## src/rtl/tmr_pkg.sv

```systemverilog
package tmr_pkg;
  localparam int CNT_W = 16;

  localparam logic [2:0] ADDR_CTLA = 3'd0;
  localparam logic [2:0] ADDR_CTLB = 3'd1;
  localparam logic [2:0] ADDR_CNT  = 3'd2;
  localparam logic [2:0] ADDR_CMPA = 3'd3;
  localparam logic [2:0] ADDR_CMPB = 3'd4;
  localparam logic [2:0] ADDR_CAP  = 3'd5;

  typedef enum logic [1:0] {SHP_UP, SHP_FAST, SHP_DUAL} shape_e;
  typedef enum logic [1:0] {TOP_FIX, TOP_CMPA, TOP_CAP} topSrc_e;
  typedef enum logic [1:0] {UPD_NOW, UPD_TOP, UPD_BOT} updPt_e;
  typedef enum logic [1:0] {OVF_MAX, OVF_TOP, OVF_BOT} ovfPt_e;

  typedef struct packed {
    logic             tick;
    shape_e           shape;
    topSrc_e          topSrc;
    logic [CNT_W-1:0] topFix;
    updPt_e           updPt;
    ovfPt_e           ovfPt;
    logic [1:0]       comA;
    logic [1:0]       comB;
  } strobe_t;

  // Mode number to counting behaviour
  function automatic strobe_t decodeMode(logic [3:0] mode);
    strobe_t s;
    s = '0;
    s.shape  = SHP_UP;
    s.topSrc = TOP_FIX;
    s.topFix = '1;
    s.updPt  = UPD_NOW;
    s.ovfPt  = OVF_MAX;
    case (mode)
      4'd1, 4'd2, 4'd3: begin
        s.shape = SHP_DUAL; s.updPt = UPD_TOP; s.ovfPt = OVF_BOT;
        s.topFix = CNT_W'((32'd1 << (7 + int'(mode[1:0]))) - 32'd1);
      end
      4'd4:  s.topSrc = TOP_CMPA;
      4'd5, 4'd6, 4'd7: begin
        s.shape = SHP_FAST; s.updPt = UPD_BOT; s.ovfPt = OVF_TOP;
        s.topFix = CNT_W'((32'd1 << (7 + int'(mode[1:0]))) - 32'd1);
      end
      4'd8:  begin s.shape = SHP_DUAL; s.topSrc = TOP_CAP;  s.updPt = UPD_BOT; s.ovfPt = OVF_BOT; end
      4'd9:  begin s.shape = SHP_DUAL; s.topSrc = TOP_CMPA; s.updPt = UPD_BOT; s.ovfPt = OVF_BOT; end
      4'd10: begin s.shape = SHP_DUAL; s.topSrc = TOP_CAP;  s.updPt = UPD_TOP; s.ovfPt = OVF_BOT; end
      4'd11: begin s.shape = SHP_DUAL; s.topSrc = TOP_CMPA; s.updPt = UPD_TOP; s.ovfPt = OVF_BOT; end
      4'd12: s.topSrc = TOP_CAP;
      4'd14: begin s.shape = SHP_FAST; s.topSrc = TOP_CAP;  s.updPt = UPD_BOT; s.ovfPt = OVF_TOP; end
      4'd15: begin s.shape = SHP_FAST; s.topSrc = TOP_CMPA; s.updPt = UPD_BOT; s.ovfPt = OVF_TOP; end
      default: ;
    endcase
    return s;
  endfunction
endpackage

```

## src/rtl/tmr_ctrl.sv

```systemverilog
module tmr_ctrl
  import tmr_pkg::*;
#(
  parameter int DIV_LOG_MAX = 10
) (
  input  logic       clk,
  input  logic       rstN,
  input  logic       wrEn,
  input  logic [2:0] wrAddr,
  input  logic [7:0] wrByte,
  output strobe_t    st
);
  logic [7:0]             ctlA, ctlB;
  logic [DIV_LOG_MAX-1:0] presc;
  logic [2:0]             cs;
  logic [3:0]             mode;
  logic                   tick;

  assign cs   = ctlB[2:0];
  assign mode = {ctlB[4:3], ctlA[1:0]};

  always_ff @(posedge clk) begin
    if (!rstN) begin
      ctlA  <= '0;
      ctlB  <= '0;
      presc <= '0;
    end else begin
      presc <= presc + 1'b1;
      if (wrEn && wrAddr == ADDR_CTLA) ctlA <= wrByte;
      if (wrEn && wrAddr == ADDR_CTLB) ctlB <= wrByte;
    end
  end

  always_comb begin
    case (cs)
      3'd1:    tick = 1'b1;
      3'd2:    tick = &presc[2:0];
      3'd3:    tick = &presc[5:0];
      3'd4:    tick = &presc[7:0];
      3'd5:    tick = &presc[DIV_LOG_MAX-1:0];
      default: tick = 1'b0;
    endcase
  end

  always_comb begin
    st      = decodeMode(mode);
    st.tick = tick;
    st.comA = ctlA[7:6];
    st.comB = ctlA[5:4];
  end

  // a count enable only ever comes from a divider selection
  assert_tick_cs_R2: assert property (@(posedge clk) disable iff (!rstN)
    st.tick |-> (cs != 3'd0 && cs < 3'd6));
endmodule

```

## src/rtl/tmr_dp.sv

```systemverilog
module tmr_dp
  import tmr_pkg::*;
(
  input  logic             clk,
  input  logic             rstN,
  input  logic             wrEn,
  input  logic [2:0]       wrAddr,
  input  logic [CNT_W-1:0] wrData,
  input  strobe_t          st,
  output logic [CNT_W-1:0] cnt,
  output logic             ocfA,
  output logic             ocfB,
  output logic             tov,
  output logic             ocA,
  output logic             ocB
);
  localparam logic [CNT_W-1:0] ONE = CNT_W'(1);

  logic             dirUp, nxtDir, cntWr;
  logic [CNT_W-1:0] bufA, bufB, actA, actB, icr, top, nxtCnt;
  logic             atTop, topEvt, botEvt, maxEvt, loadEvt, ovfEvt;
  logic             hitA, hitB, wrapSet;

  assign cntWr = wrEn && wrAddr == ADDR_CNT;

  always_comb begin
    case (st.topSrc)
      TOP_CMPA: top = actA;
      TOP_CAP:  top = icr;
      default:  top = st.topFix;
    endcase
  end

  assign atTop  = (st.shape == SHP_DUAL) ? (dirUp && cnt >= top) : (cnt == top);
  assign topEvt = st.tick && atTop;
  assign botEvt = (st.shape == SHP_DUAL) ? (st.tick && !dirUp && cnt == '0) : topEvt;
  assign maxEvt = st.tick && st.shape != SHP_DUAL && cnt == '1;

  always_comb begin
    nxtCnt = cnt;
    nxtDir = (st.shape == SHP_DUAL) ? dirUp : 1'b1;
    if (st.tick) begin
      if (st.shape == SHP_DUAL) begin
        if (dirUp && cnt >= top) begin
          nxtDir = 1'b0;
          nxtCnt = (cnt == '0) ? '0 : cnt - ONE;
        end else if (!dirUp && cnt == '0) begin
          nxtDir = 1'b1;
          nxtCnt = (top == '0) ? '0 : ONE;
        end else begin
          nxtCnt = dirUp ? cnt + ONE : cnt - ONE;
        end
      end else begin
        nxtCnt = atTop ? '0 : cnt + ONE;
      end
    end
  end

  always_comb begin
    case (st.updPt)
      UPD_TOP: loadEvt = topEvt;
      UPD_BOT: loadEvt = botEvt;
      default: loadEvt = 1'b1;
    endcase
    case (st.ovfPt)
      OVF_TOP: ovfEvt = topEvt;
      OVF_BOT: ovfEvt = botEvt;
      default: ovfEvt = maxEvt;
    endcase
  end

  assign hitA    = st.tick && !cntWr && nxtCnt == actA;
  assign hitB    = st.tick && !cntWr && nxtCnt == actB;
  assign wrapSet = topEvt && !cntWr && st.shape == SHP_FAST;

  function automatic logic waveNext(logic cur, logic [1:0] com, logic hit,
                                    logic wrap, shape_e shp, logic upNext);
    logic v;
    v = cur;
    if (com == 2'd0) v = 1'b0;
    else if (com == 2'd1) begin
      if (hit) v = ~cur;
    end else begin
      if (wrap) v = (com == 2'd2);
      if (hit) begin
        if (shp == SHP_DUAL) v = (com == 2'd2) ? ~upNext : upNext;
        else                 v = (com == 2'd3);
      end
    end
    return v;
  endfunction

  always_ff @(posedge clk) begin
    if (!rstN) begin
      cnt <= '0; dirUp <= 1'b1;
      bufA <= '0; bufB <= '0; actA <= '0; actB <= '0; icr <= '0;
      ocfA <= 1'b0; ocfB <= 1'b0; tov <= 1'b0; ocA <= 1'b0; ocB <= 1'b0;
    end else begin
      cnt   <= cntWr ? wrData : nxtCnt;
      dirUp <= nxtDir;
      if (wrEn && wrAddr == ADDR_CMPA) bufA <= wrData;
      if (wrEn && wrAddr == ADDR_CMPB) bufB <= wrData;
      if (wrEn && wrAddr == ADDR_CAP)  icr  <= wrData;
      if (wrEn && wrAddr == ADDR_CMPA && st.updPt == UPD_NOW) actA <= wrData;
      else if (loadEvt) actA <= bufA;
      if (wrEn && wrAddr == ADDR_CMPB && st.updPt == UPD_NOW) actB <= wrData;
      else if (loadEvt) actB <= bufB;
      ocfA <= hitA;
      ocfB <= hitB;
      tov  <= ovfEvt;
      ocA  <= waveNext(ocA, st.comA, hitA, wrapSet, st.shape, nxtDir);
      ocB  <= waveNext(ocB, st.comB, hitB, wrapSet, st.shape, nxtDir);
    end
  end

  // without a count enable or a write, the counter holds
  assert_hold_R2: assert property (@(posedge clk) disable iff (!rstN)
    (!st.tick && !cntWr) |=> $stable(cnt));
  // a counter write always lands, whatever the count logic wanted
  assert_wr_prio_R10: assert property (@(posedge clk) disable iff (!rstN)
    cntWr |=> (cnt == $past(wrData)));
  // a match pulse coincides with the counter showing the compare value
  assert_match_a_R5: assert property (@(posedge clk) disable iff (!rstN)
    ocfA |-> (cnt == $past(actA)));
  // in dual-slope shapes the counter moves by at most one step
  assert_dual_step_R7: assert property (@(posedge clk) disable iff (!rstN)
    (st.shape == SHP_DUAL && !cntWr) |=>
      ((cnt - $past(cnt)) inside {CNT_W'(0), CNT_W'(1), {CNT_W{1'b1}}}));
endmodule

```

## src/rtl/wfm_timer.sv

```systemverilog
module wfm_timer
  import tmr_pkg::*;
(
  input  logic             clk,
  input  logic             rstN,
  input  logic             wrEn,
  input  logic [2:0]       wrAddr,
  input  logic [CNT_W-1:0] wrData,
  output logic [CNT_W-1:0] cntOut,
  output logic             ocfA,
  output logic             ocfB,
  output logic             tovPulse,
  output logic             ocAOut,
  output logic             ocBOut
);
  strobe_t st;

  tmr_ctrl #(.DIV_LOG_MAX(10)) u_ctrl (
    .clk(clk), .rstN(rstN), .wrEn(wrEn), .wrAddr(wrAddr),
    .wrByte(wrData[7:0]), .st(st)
  );

  tmr_dp u_dp (
    .clk(clk), .rstN(rstN), .wrEn(wrEn), .wrAddr(wrAddr), .wrData(wrData),
    .st(st), .cnt(cntOut), .ocfA(ocfA), .ocfB(ocfB), .tov(tovPulse),
    .ocA(ocAOut), .ocB(ocBOut)
  );
endmodule

```

## config.mk

```make
export PLATFORM = sky130hd
export DESIGN_NAME = wfm_timer
export DESIGN_NICKNAME = d
export VERILOG_FILES = /design/src/rtl/tmr_pkg.sv /design/src/rtl/tmr_ctrl.sv /design/src/rtl/tmr_dp.sv /design/src/rtl/wfm_timer.sv
export SDC_FILE = /design/constraint.sdc
export NUM_CORES = 1
export LEC_CHECK = 0
export CAP_MARGIN = 40
export CORE_ASPECT_RATIO = 0.9
export CORE_MARGIN = 10
export CORE_UTILIZATION = 55
export CTS_CLUSTER_SIZE = 24
export DETAILED_ROUTE_END_ITERATION = 7
export PLACE_DENSITY = 0.74
export SYNTH_ARGS = -nofsm -noshare
export SYNTH_HDL_FRONTEND = slang
export SYNTH_SLANG_ARGS = --single-unit
```

## constraint.sdc

```tcl
create_clock -name clk -period 8 [get_ports clk]
set_input_delay 2.4 -clock clk [delete_from_list [all_inputs] [get_ports clk]]
set_output_delay 2.4 -clock clk [all_outputs]
set_load 0.01 [all_outputs]
```

# ---- After elaboration in Yosys (flattened, before gate mapping)
# Index checks and enable logic that the tools add are counted.
dict set report classes {
  n_addsub 5
  magnitude_cmp 1
  eq_ne 45
  n_shift 1
  muxes 40
  n_bitwise 4
  reduce_logical 47
}
# operator n
set ops {}
lappend ops {{two-way mux 16 bit} 13}
lappend ops {{== test 16 bit} 3}
lappend ops {{zero test 16 bit} 2}
lappend ops {{case mux 16 bit (2 select lines)} 1}
lappend ops {{<< shifter 1 x 32 -> 16 bit, first input constant} 1}
lappend ops {{subtractor 16 x 1 -> 16 bit, second input constant} 2}
lappend ops {{== test 4 bit, second input constant} 7}
lappend ops {{logical AND 1 bit} 20}
lappend ops {{two-way mux 1 bit} 20}
lappend ops {{adder 16 x 1 -> 16 bit, second input constant} 1}
lappend ops {{== test 16 bit, second input constant} 1}
lappend ops {{== test 2 bit, second input constant} 8}
lappend ops {{== test 4 x 3 -> 1 bit, second input constant} 4}
lappend ops {{greater-or-equal comparator 16 bit} 1}
lappend ops {{== test 2 x 1 -> 1 bit, second input constant} 6}
lappend ops {{== test 3 x 2 -> 1 bit, second input constant} 4}
lappend ops {{== test 3 bit, second input constant} 4}
lappend ops {{case mux 4 bit (3 select lines)} 1}
lappend ops {{adder 10 x 1 -> 10 bit, second input constant} 1}
lappend ops {{AND reduction 10 bit} 1}
lappend ops {{OR reduction 5 bit} 2}
lappend ops {{== test 4 x 2 -> 1 bit, second input constant} 2}
lappend ops {{case mux 2 bit (2 select lines)} 2}
lappend ops {{AND reduction 8 bit} 1}
lappend ops {{19 further kinds} 35}
dict set report totals {
  register_bits 125
  inputBits 22
  elab_cells 158
}

# ---- Depth between registers and ports, before layout
# Gate-level depths: netlist (run 1).
dict set report depth {
  word_depth 15
  mapped_depth 25
  mapped_depth_nobuf 20
}

# ---- By module
# From an unflattened synthesis (run 1), not the netlist that was laid out.
dict set report unflattened {
  cells_unflattened 975
  area_unflattened_um2 7607.3
}
# module instances cells_per_inst area_per_inst_um2 seq_area_each_um2
set by_module_without_submodules {}
lappend by_module_without_submodules {tmr_dp 1 838 6457.4 2042.0}
lappend by_module_without_submodules {tmr_ctrl 1 137 1149.9 420.4}

# ---- Worst setup path after synthesis (run 1)
# No wires, ideal clock.
dict set report synth_path {
  kind {register to register}
  start {reg u_ctrl.ctlA[0]}
  end {reg u_dp.ocB}
  setup_ns 0.137
  arrival_ns 5.584
  required_time_ns 7.863
  setup_slack_ns 2.279
  stages_incl_launch_ff 23
  path_buffers 4
  synth_period_minus_slack_ns 5.721
  path_cell_list {dfxtp_1 -> buf_2 -> or2_2 -> mux2_2 -> ha_1 -> clkbuf_1 -> buf_1 -> o21a_1 -> a21oi_1 -> ha_1 -> nand4_1 -> or3_1 -> a31oi_1 -> or4_1 -> clkbuf_1 -> o22ai_2 -> a31oi_1 -> xnor2_1 -> o21ai_1 -> or4_4 -> nor4_4 -> mux2i_1 -> a211oi_2}
}
dict set report synth_via {
  elab_chain_len 15
  elab_cells_between_ends 59
  classes_between {2 x add/sub; 1 x order compare; 21 x eq/ne; 1 x shift; 20 x mux; 1 x bitwise; 13 x reduce/logical}
}
# item line_no
set synth_rtl {}
lappend synth_rtl {{start: declaration} tmr_ctrl.sv:13} ;# logic [7:0] ctlA, ctlB;
lappend synth_rtl {{start signal: assignment} tmr_ctrl.sv:29} ;# if (wrEn && wrAddr == ADDR_CTLA) ctlA <= wrByte;
lappend synth_rtl {{adder 3 x 2 -> 4 bit, or another cell as far along} {tmr_pkg.sv:39, tmr_pkg.sv:44}}
lappend synth_rtl {{<< shifter 1 x 32 -> 16 bit / OR reduction 4 bit (equally long branches)} --}
lappend synth_rtl {{subtractor 16 x 1 -> 16 bit / case mux 2 bit (2 select lines) (equally long branches)} {tmr_pkg.sv:39, tmr_pkg.sv:44, tmr_pkg.sv:36}}
lappend synth_rtl {{two-way mux 16 bit, or another cell as far along} --}
lappend synth_rtl {{case mux 16 bit (2 select lines)} tmr_dp.sv:27} ;# case (st.topSrc)
lappend synth_rtl {{greater-or-equal comparator 16 bit / zero test 16 bit (equally long branches)} {tmr_dp.sv:34, tmr_dp.sv:44, tmr_dp.sv:49}}
lappend synth_rtl {{logical AND 1 bit / two-way mux 1 bit (equally long branches)} {tmr_dp.sv:34, tmr_dp.sv:44, tmr_dp.sv:49}}
lappend synth_rtl {{two-way mux 1 bit, or another cell as far along} tmr_dp.sv:34} ;# assign atTop = (st.shape == SHP_DUAL) ? (dirUp && cnt >= top) : (cnt == top);
lappend synth_rtl {{two-way mux 16 bit, or another cell as far along} tmr_dp.sv:54} ;# nxtCnt = atTop ? '0 : cnt + ONE;
lappend synth_rtl {{two-way mux 16 bit / two-way mux 1 bit (equally long branches)} {tmr_dp.sv:43, tmr_dp.sv:42}}
lappend synth_rtl {{two-way mux 16 bit / NOT 1 bit (equally long branches)} {tmr_dp.sv:42, tmr_dp.sv:86}}
lappend synth_rtl {{== test 16 bit / two-way mux 1 bit (equally long branches)} {tmr_dp.sv:73, tmr_dp.sv:86}}
lappend synth_rtl {{logical AND 1 bit / two-way mux 1 bit (equally long branches)} {tmr_dp.sv:73, tmr_dp.sv:86}}
lappend synth_rtl {{!= test 2 x 1 -> 1 bit (no source line), or another cell as far along} --}
lappend synth_rtl {{AND reduction 2 bit (no source line) / two-way mux 1 bit (equally long branches)} --}
lappend synth_rtl {{end signal: assignment} tmr_dp.sv:112} ;# ocB <= waveNext(ocB, st.comB, hitB, wrapSet, st.shape, nxtDir);
lappend synth_rtl {{end: declaration} tmr_dp.sv:15} ;# output logic ocB
# Several ways; a longest one is shown, not always the timed one.
# A chain may end at the register's enable or synchronous reset.

# ---- Final worst setup path (run 1)
dict set report layout_path {
  start {reg u_ctrl.ctlB[4]}
  end {reg u_dp.ocB}
}
dict set report layout_via {
  elab_chain_len 15
  elab_cells_between_ends 56
  classes_between {1 x order compare; 21 x eq/ne; 20 x mux; 1 x bitwise; 13 x reduce/logical}
}
# item line_no
set layout_rtl {}
lappend layout_rtl {{start: declaration} tmr_ctrl.sv:13}
lappend layout_rtl {{start signal: assignment} tmr_ctrl.sv:30} ;# if (wrEn && wrAddr == ADDR_CTLB) ctlB <= wrByte;
lappend layout_rtl {{== test 4 x 3 -> 1 bit / == test 4 bit (equally long branches)} tmr_pkg.sv:36} ;# case (mode)
lappend layout_rtl {{OR reduction 4 bit (no source line)} --}
lappend layout_rtl {{case mux 2 bit (2 select lines)} tmr_pkg.sv:36}
lappend layout_rtl {{== test 2 bit / == test 2 x 1 -> 1 bit (equally long branches)} tmr_dp.sv:27}
lappend layout_rtl {{case mux 16 bit (2 select lines)} tmr_dp.sv:27}
lappend layout_rtl {{greater-or-equal comparator 16 bit / zero test 16 bit (equally long branches)} {tmr_dp.sv:34, tmr_dp.sv:44, tmr_dp.sv:49}}
lappend layout_rtl {{logical AND 1 bit / two-way mux 1 bit (equally long branches)} {tmr_dp.sv:34, tmr_dp.sv:44, tmr_dp.sv:49}}
lappend layout_rtl {{two-way mux 1 bit, or another cell as far along} tmr_dp.sv:34}
lappend layout_rtl {{two-way mux 16 bit, or another cell as far along} tmr_dp.sv:54}
lappend layout_rtl {{two-way mux 16 bit / two-way mux 1 bit (equally long branches)} {tmr_dp.sv:43, tmr_dp.sv:42}}
lappend layout_rtl {{two-way mux 16 bit / NOT 1 bit (equally long branches)} {tmr_dp.sv:42, tmr_dp.sv:86}}
lappend layout_rtl {{== test 16 bit / two-way mux 1 bit (equally long branches)} {tmr_dp.sv:73, tmr_dp.sv:86}}
lappend layout_rtl {{logical AND 1 bit / two-way mux 1 bit (equally long branches)} {tmr_dp.sv:73, tmr_dp.sv:86}}
lappend layout_rtl {{!= test 2 x 1 -> 1 bit (no source line), or another cell as far along} --}
lappend layout_rtl {{AND reduction 2 bit (no source line) / two-way mux 1 bit (equally long branches)} --}
# Several ways; a longest one is shown, not always the timed one.

==> out/results.ini, run 1 <==
[die]
initial_utilization_pct = 55.8
coreArea_um2 = 14000
die_w_um = 145
io_pins = 43
die_area_um2 = 19300
num_rows = 41
die-height_um = 133

[route]
vias_per_cell = 6.49
routedWlPerCell_um = 22.1
first_pass_iters = 5
vias = 7851
drc = 0
drt_wl_total_um = 26700
dr.first_iter.drc_count = 869
antenna_left = 0

[critical_path]
worstPathMaxFanout = 22
worst-path-stages = 18
path_cells = or2_2 -> mux2_2 -> ha_1 -> o21a_1 -> a21oi_1 -> ha_1 -> nand4_1 -> or3_1 -> a31oi_1 -> or4_1 -> nand2_1 -> o211a_1 -> mux2i_1 -> o21ai_1 -> or4_4 -> nor4_4 -> mux2i_1 -> a211oi_2
crit_type = reg -> reg
slowest_stage = ha_1
cp.required_ns = 8.29
critical-path-top-delay-family = simple AND/OR/NAND/NOR gates
crit_arrival_ns = 6.86
slowest_delay_ns = 0.69
ff2ff_path_depth = 18
cp_num_buf_inv = 0
endpoint_kind = flip-flop
startpoint_type = flip-flop

[job]
maxCapViolations = 0

[clock_network]
cts_buffers = 17
cts_tree = done
cts_setup_buffers = 0
clock-sinks = 123
htreeDepth = 4
clkTransAtPathRegs_ns = 0.07
hold_buffers = 0
cts_root_buffer = clkbuf_16
post_cts_resized = 0
clkLatencyLatePin_ns = 0.42
cts_buffer_depth = 2

[sta]
finalClockSkew_ns = 0.0139
finalSetupViolCount = 0
fin_crit_ns = 6.57
slew_headroom_pct = 38.6
hold_viol = 0
fin_tns_setup_ns = 0
rsz0062_at_grt = false
timing_worst_slew_pin_value_ns = 0.915
post-route-period-util_pct = 82.1
slew_violations = 0
max_freq_mhz = 152

[logic_synthesis]
synth_fa_ha_area_share_pct = 4.82
yosys_register_bits = 123
synth_top_family_by_area = simple AND/OR/NAND/NOR gates
synthXorXnorAreaFrac_pct = 4.16
yosysWarningCount = 0
synth.net_count = 1057
synthCells = 1005
synth_edf_count = 0
syn_area_per_cell_um2 = 7.75
synth_ff_type = dfxtp_1
synthMuxAreaShare_pct = 6.31
ys_seq_area_share_pct = 31.6
synthSimpleGateAreaFrac_pct = 24.4
synthArstFlopShare_pct = 0
synth_area_um2 = 7790
synth-compound-area-share_pct = 23.7
synth.distinct_cells = 81

[placement]
placedCellCount = 1178
io_buffers = 42
post_dp_cell_area_um2 = 8290
gp_congestion = 1.02
hpwl_um = 19300

[cells_and_area]
mostFrequentLayoutCell = nand2_1
stdcell_area_um2 = 8900
diodes = 0
nets = 1056
final_util_pct = 63.8
fill_cells = 1252
syn2layout_area_growth_pct = 14.2
drive_above_1_share_pct = 7.28
instances_no_fill = 1209
final_cell_mix = nand2_1, dfxtp_1, nor2_1

[min_path]
hp-class = reg -> reg
min_path_cells = 2

[global_route]
antenna_found_initial = 0
grt_pass1_vias = 7059
grt_max_degree = 77
grt_pass1_wl_um = 41300
overflow = 0
grt_usage_pct = 27.0

[pwr]
p_leak_nw = 3.09
power.total_mw = 1.66
peakVddDrop_mv = 0.192
p_per_area_nw_per_um2 = 187

[outcome]
run_status = completed

-- cells in the mapped netlist, types with 7 or more instances --
cell	number	area (µm²)
nor3_1	21	105
ha_1	30	375
dfxtp_1	123	2460
o211ai_1	8	60.1
xnor2_1	23	201
nor2b_1	7	43.8
inv_1	18	67.6
xor2_1	14	123
nand2_1	150	563
nand3_1	18	90.1
and3_1	7	43.8
nor4_1	10	62.6
or3_1	8	50.1
clkbuf_1	62	233
a211oi_1	48	360
nor2_1	117	439
a21oi_1	81	405
a21o_1	7	52.6
or4_1	7	52.6
or2_2	8	50.1
mux2i_1	48	480
nand4_1	11	68.8
nand2b_1	11	68.8
o21ai_0	25	125
a22oi_1	12	90.1
a221oi_1	9	78.8
-- logic make-up (layout without fill, tap and decap cells) --
kind of cell	Yosys count	in the layout
and+or+nand+nor	405	405
AOI/OAI and AO/OA	265	265
DFF	123	123
buffers and inverters	96	107
muxes	49	49
xor gates and xnor gates	37	37
adders and majority gates	30	30
-- final cells by class --
class	instances	area (µm²)	share of cell area, %
Sequential cell	123	2460	27.7
Tap cell	193	241	2.71
Multi-Input combinational cell	786	4960	55.7
Clock buffer	21	470	5.29
Timing Repair Buffer	56	553	6.21
Inverter	20	76.3	0.858
Clock inverter	10	139	1.56
-- tightest hold or removal path, delay by kind of cell, from the launching register on --
kind / cells / cell delay [ns]
and+or+nand+nor: 1 / 0.05
DFF: 1 / 0.30
AOI/OAI and AO/OA: 1 / 0.05
-- registers in the layout (all words and copies together) (netlist names) --
register      flops
u_dp.bufA        16
u_dp.actA        16
u_dp.actB        16
u_dp.tov          1
u_dp.ocfA         1
u_ctrl.presc     10
u_dp.ocA          1
u_dp.ocB          1
u_ctrl.ctlB       5
u_dp.cnt         16
u_ctrl.ctlA       6
u_dp.ocfB         1
u_dp.bufB        16
u_dp.icr         16
u_dp.dirUp        1
-- layer usage --
layer | vias to the layer above | share of wire, % | routed length (µm) | track usage (%)
met1 | 3676 | 43 | 11500 | 35.9
met3 | 96 | 9.6 | 2570 | 6.82
met4 | 0 | 4.7 | 1270 | 13.6
met2 | 431 | 42 | 11300 | 39.8
li1 | 3648 | - | - | -
met5 | - | 0 | 0 | 0
-- final timing paths --
| path | slack [ns] | start | endpoint |
|---|---|---|---|
| max | 1.43 | u_ctrl.ctlB[4] | u_dp.ocB |
| min | 0.45 | u_dp.bufA[4] | u_dp.bufA[4] |
| max reg2reg | 1.43 | u_ctrl.ctlB[4] | u_dp.ocB |
| min reg2reg | 0.45 | u_dp.bufA[4] | u_dp.bufA[4] |
-- through the flow --
step | setup WS (ns) | hold slack (ns)
after detailed placement | 1.56 | 0.447
after CTS | 1.56 | 0.454
final | 1.43 | 0.453
after floorplan | 2.28 | 0.426
after global routing | 1.02 | 0.473
after global placement | 1.70 | 0.442
-- power breakdown --
group          total, mW  internal [mW]  switching (mW)
combinational      0.209         0.0792           0.129
sequential         0.657          0.629          0.0288
clock              0.795          0.514           0.282
No activity file was read; power rests on OpenSTA's default activity.
==> run 2, diff against run 1 <==
--- a/config.mk
+++ b/config.mk
@@ -11,7 +11,7 @@
 export CORE_UTILIZATION = 55
 export CTS_CLUSTER_SIZE = 24
 export DETAILED_ROUTE_END_ITERATION = 7
-export PLACE_DENSITY = 0.74
+export PLACE_DENSITY = 0.77
 export SYNTH_ARGS = -nofsm -noshare
 export SYNTH_HDL_FRONTEND = slang
 export SYNTH_SLANG_ARGS = --single-unit
==> constraint.sdc (replaced) <==
create_clock -name clk -period 5.55 [get_ports clk]
set_input_delay 1.665 -clock clk [delete_from_list [all_inputs] [get_ports clk]]
set_output_delay 1.665 -clock clk [all_outputs]
set_load 0.01 [all_outputs]
==> out/results.ini, run 2 (synthesized netlist as in run 1, its figures left out) <==
[sta]
finalSetupViolCount = 0  ; unchanged
slew_violations = 0  ; unchanged
hold_viol = 0  ; unchanged
timing_worst_slew_pin_value_ns = 0.688  ; -0.227 ns
fin_crit_ns = 5.36  ; -1.21 ns
hold-worst-slack_ns = 0.452  ; -0.000615 ns
slew_headroom_pct = 54.0  ; +15 points
post-route-period-util_pct = 96.6  ; +15 points
max_freq_mhz = 187  ; +22%
finalClockSkew_ns = 0.00805  ; -0.00585 ns

[clock_network]
cts_root_buffer = clkbuf_16
clkTransAtPathRegs_ns = 0.06  ; about the same
clock-sinks = 123  ; unchanged
clkLatencyLatePin_ns = 0.42  ; about the same
cts_tree = done
cts_buffer_depth = 2  ; unchanged
cts_buffers = 17  ; unchanged
hold_buffers = 0  ; unchanged
htreeDepth = 4  ; unchanged

[global_route]
overflow = 0  ; unchanged
antenna_found_initial = 0  ; unchanged
grt_pass1_wl_um = 42400  ; +2.6%
grt_max_degree = 66  ; -14%
grt_pass1_vias = 7628  ; +8.1%
grt-busiest-layer = met2
use_met2_pct = 41.4  ; +1.7 points
grt_util_met1_pct = 34.9  ; -1.0 points
grt_usage_pct = 27.1  ; +0.11 points
grt_use_met3_pct = 6.51  ; -0.31 points

[pwr]
internal-power_mw = 1.81  ; +49%
p_per_area_nw_per_um2 = 262  ; +40%
p_leak_nw = 3.38  ; +9.1%
peakVddDrop_mv = 0.230  ; +20%
p_sw_mw = 0.659  ; +50%
p_seq_share_pct = 38.1  ; -1.5 points
power_frac_comb_pct = 13.2  ; +0.6 points
p_sw_share_pct = 26.6  ; +0.16 points
p_clk_share_pct = 48.7  ; +0.8 points

[placement]
io_buffers = 42  ; unchanged
hpwl_um = 19100  ; -1.3%
gp_congestion = 1.03  ; +1.0%

[job]
maxCapViolations = 0  ; unchanged

[route]
routedWlPerCell_um = 21.2  ; -3.9%
drc = 0  ; unchanged
vias = 8062  ; +2.7%
antenna_left = 0  ; unchanged
drt_wl_total_um = 26700  ; about the same
first_pass_iters = 6  ; +1
dr.first_iter.drc_count = 965  ; +11%
vias_per_cell = 6.41  ; -1.2%

[die]
io_pins = 43  ; unchanged
die_area_um2 = 19300  ; unchanged
num_rows = 41  ; unchanged
initial_utilization_pct = 55.8  ; unchanged
die_w_um = 145  ; unchanged
die-height_um = 133  ; unchanged
coreArea_um2 = 14000  ; unchanged

[cells_and_area]
fill_cells = 1171  ; -6.5%
syn2layout_area_growth_pct = 21.4
final_cell_mix = nand2_1, dfxtp_1, nor2_1
diodes = 0  ; unchanged
mostFrequentLayoutCell = nand2_1
drive_above_1_share_pct = 13.6  ; +6.3 points
final_util_pct = 67.8  ; +4.0 points
nets = 1103  ; +4.5%

[min_path]
hp-class = reg -> reg
hp-start = u_dp.bufB[5]

[critical_path]
worstPathMaxFanout = 10  ; -55%
endpoint_kind = flip-flop
crit_arrival_ns = 5.71  ; -1.15 ns
critical_path.startpoint = u_ctrl.ctlB[4]
cp.required_ns = 5.90  ; -2.39 ns
crit_type = reg -> reg
startpoint_type = flip-flop
reg2reg_from = u_ctrl.ctlB[4]

[outcome]
run_status = completed

[run 2: changes by cell type in the layout (fill, tap and decap cells not counted), sizes merged]
cell      change
clkinv        -1
buf          +47
bufinv        +1
clkinvlp      +1
inv           +1
clkbuf        -1
[run 2: final cells by class]
cell class / instances / area (µm²) / area share (%)
well taps: 193 / 241 / 2.55
inverters: 20 / 76.3 / 0.807
flip-flops and latches: 123 / 2460 / 26.1
clock buffers: 20 / 457 / 4.83
clock inverters: 12 / 184 / 1.95
repair buffers: 103 / 913 / 9.66
multi-input cells: 786 / 5120 / 54.1
[run 2: power by group through the flow]
stage               clock [mW]  sequential, mW  combinational [mW]
global placement             0           0.957               0.303
floorplan                    0           0.942               0.208
global route              1.25           0.942               0.353
finish                    1.21           0.942               0.327
CTS                       1.21           0.939               0.310
detailed placement           0           0.958               0.308
[run 2: worst max-delay path, cell delays in order (launching register included)]
cell      delay, ns
dfxtp_1        0.31
or2_2          0.28
mux2_2         0.30
ha_4           0.26
nor2b_1        0.14
nor2b_2        0.15
a21o_1         0.21
ha_1           0.30
a41o_1         0.22
a21oi_2        0.17
o221ai_4       0.19
or4_4          0.60
buf_6          0.17
a21oi_1        0.13
a32oi_1        0.12
buf_4          0.19
xnor2_1        0.20
or4b_4         0.51
nor4_4         0.27
buf_4          0.17
nor4b_2        0.19
o21bai_1       0.09
a31oi_1        0.12
[run 2: worst paths after layout]
path / to / slack, ns / cells past startpoint
hold / removal: u_dp.bufB[5] / 0.45 / 2
setup / recovery: u_dp.ocA / 0.19 / 22
hold reg to reg: u_dp.bufB[5] / 0.45 / 2
setup reg to reg: u_dp.ocA / 0.19 / 22
[run 2: metrics by stage]
step	power (mW)	cells	setup TNS [ns]	worst slack, ns	area [µm²]
2_1_floorplan	1.15	1005	0	0.0284	7810
3_3_place_gp	1.26	1216	0	0.0920	8560
3_5_place_dp	1.27	1219	0	0.000366	8610
4_1_cts	2.46	1251	0	0.000755	9260
5_1_grt	2.55	1257	-0.0451	-0.0274	9460
6_report	2.47	1257	0	0.189	9460
[run 2: timing repair]
action | 4_1_cts | 5_1_grt
setup endpoints to repair | 0 | 3
buffers inserted | 0 | 6
gates resized for setup | 0 | 28
[run 2: routing by layer]
metal	wire, µm	vias up
met3	2670	103
met4	1300	0
met2	11600	437
met1	11200	3783
li1	-	3739
met5	0	-
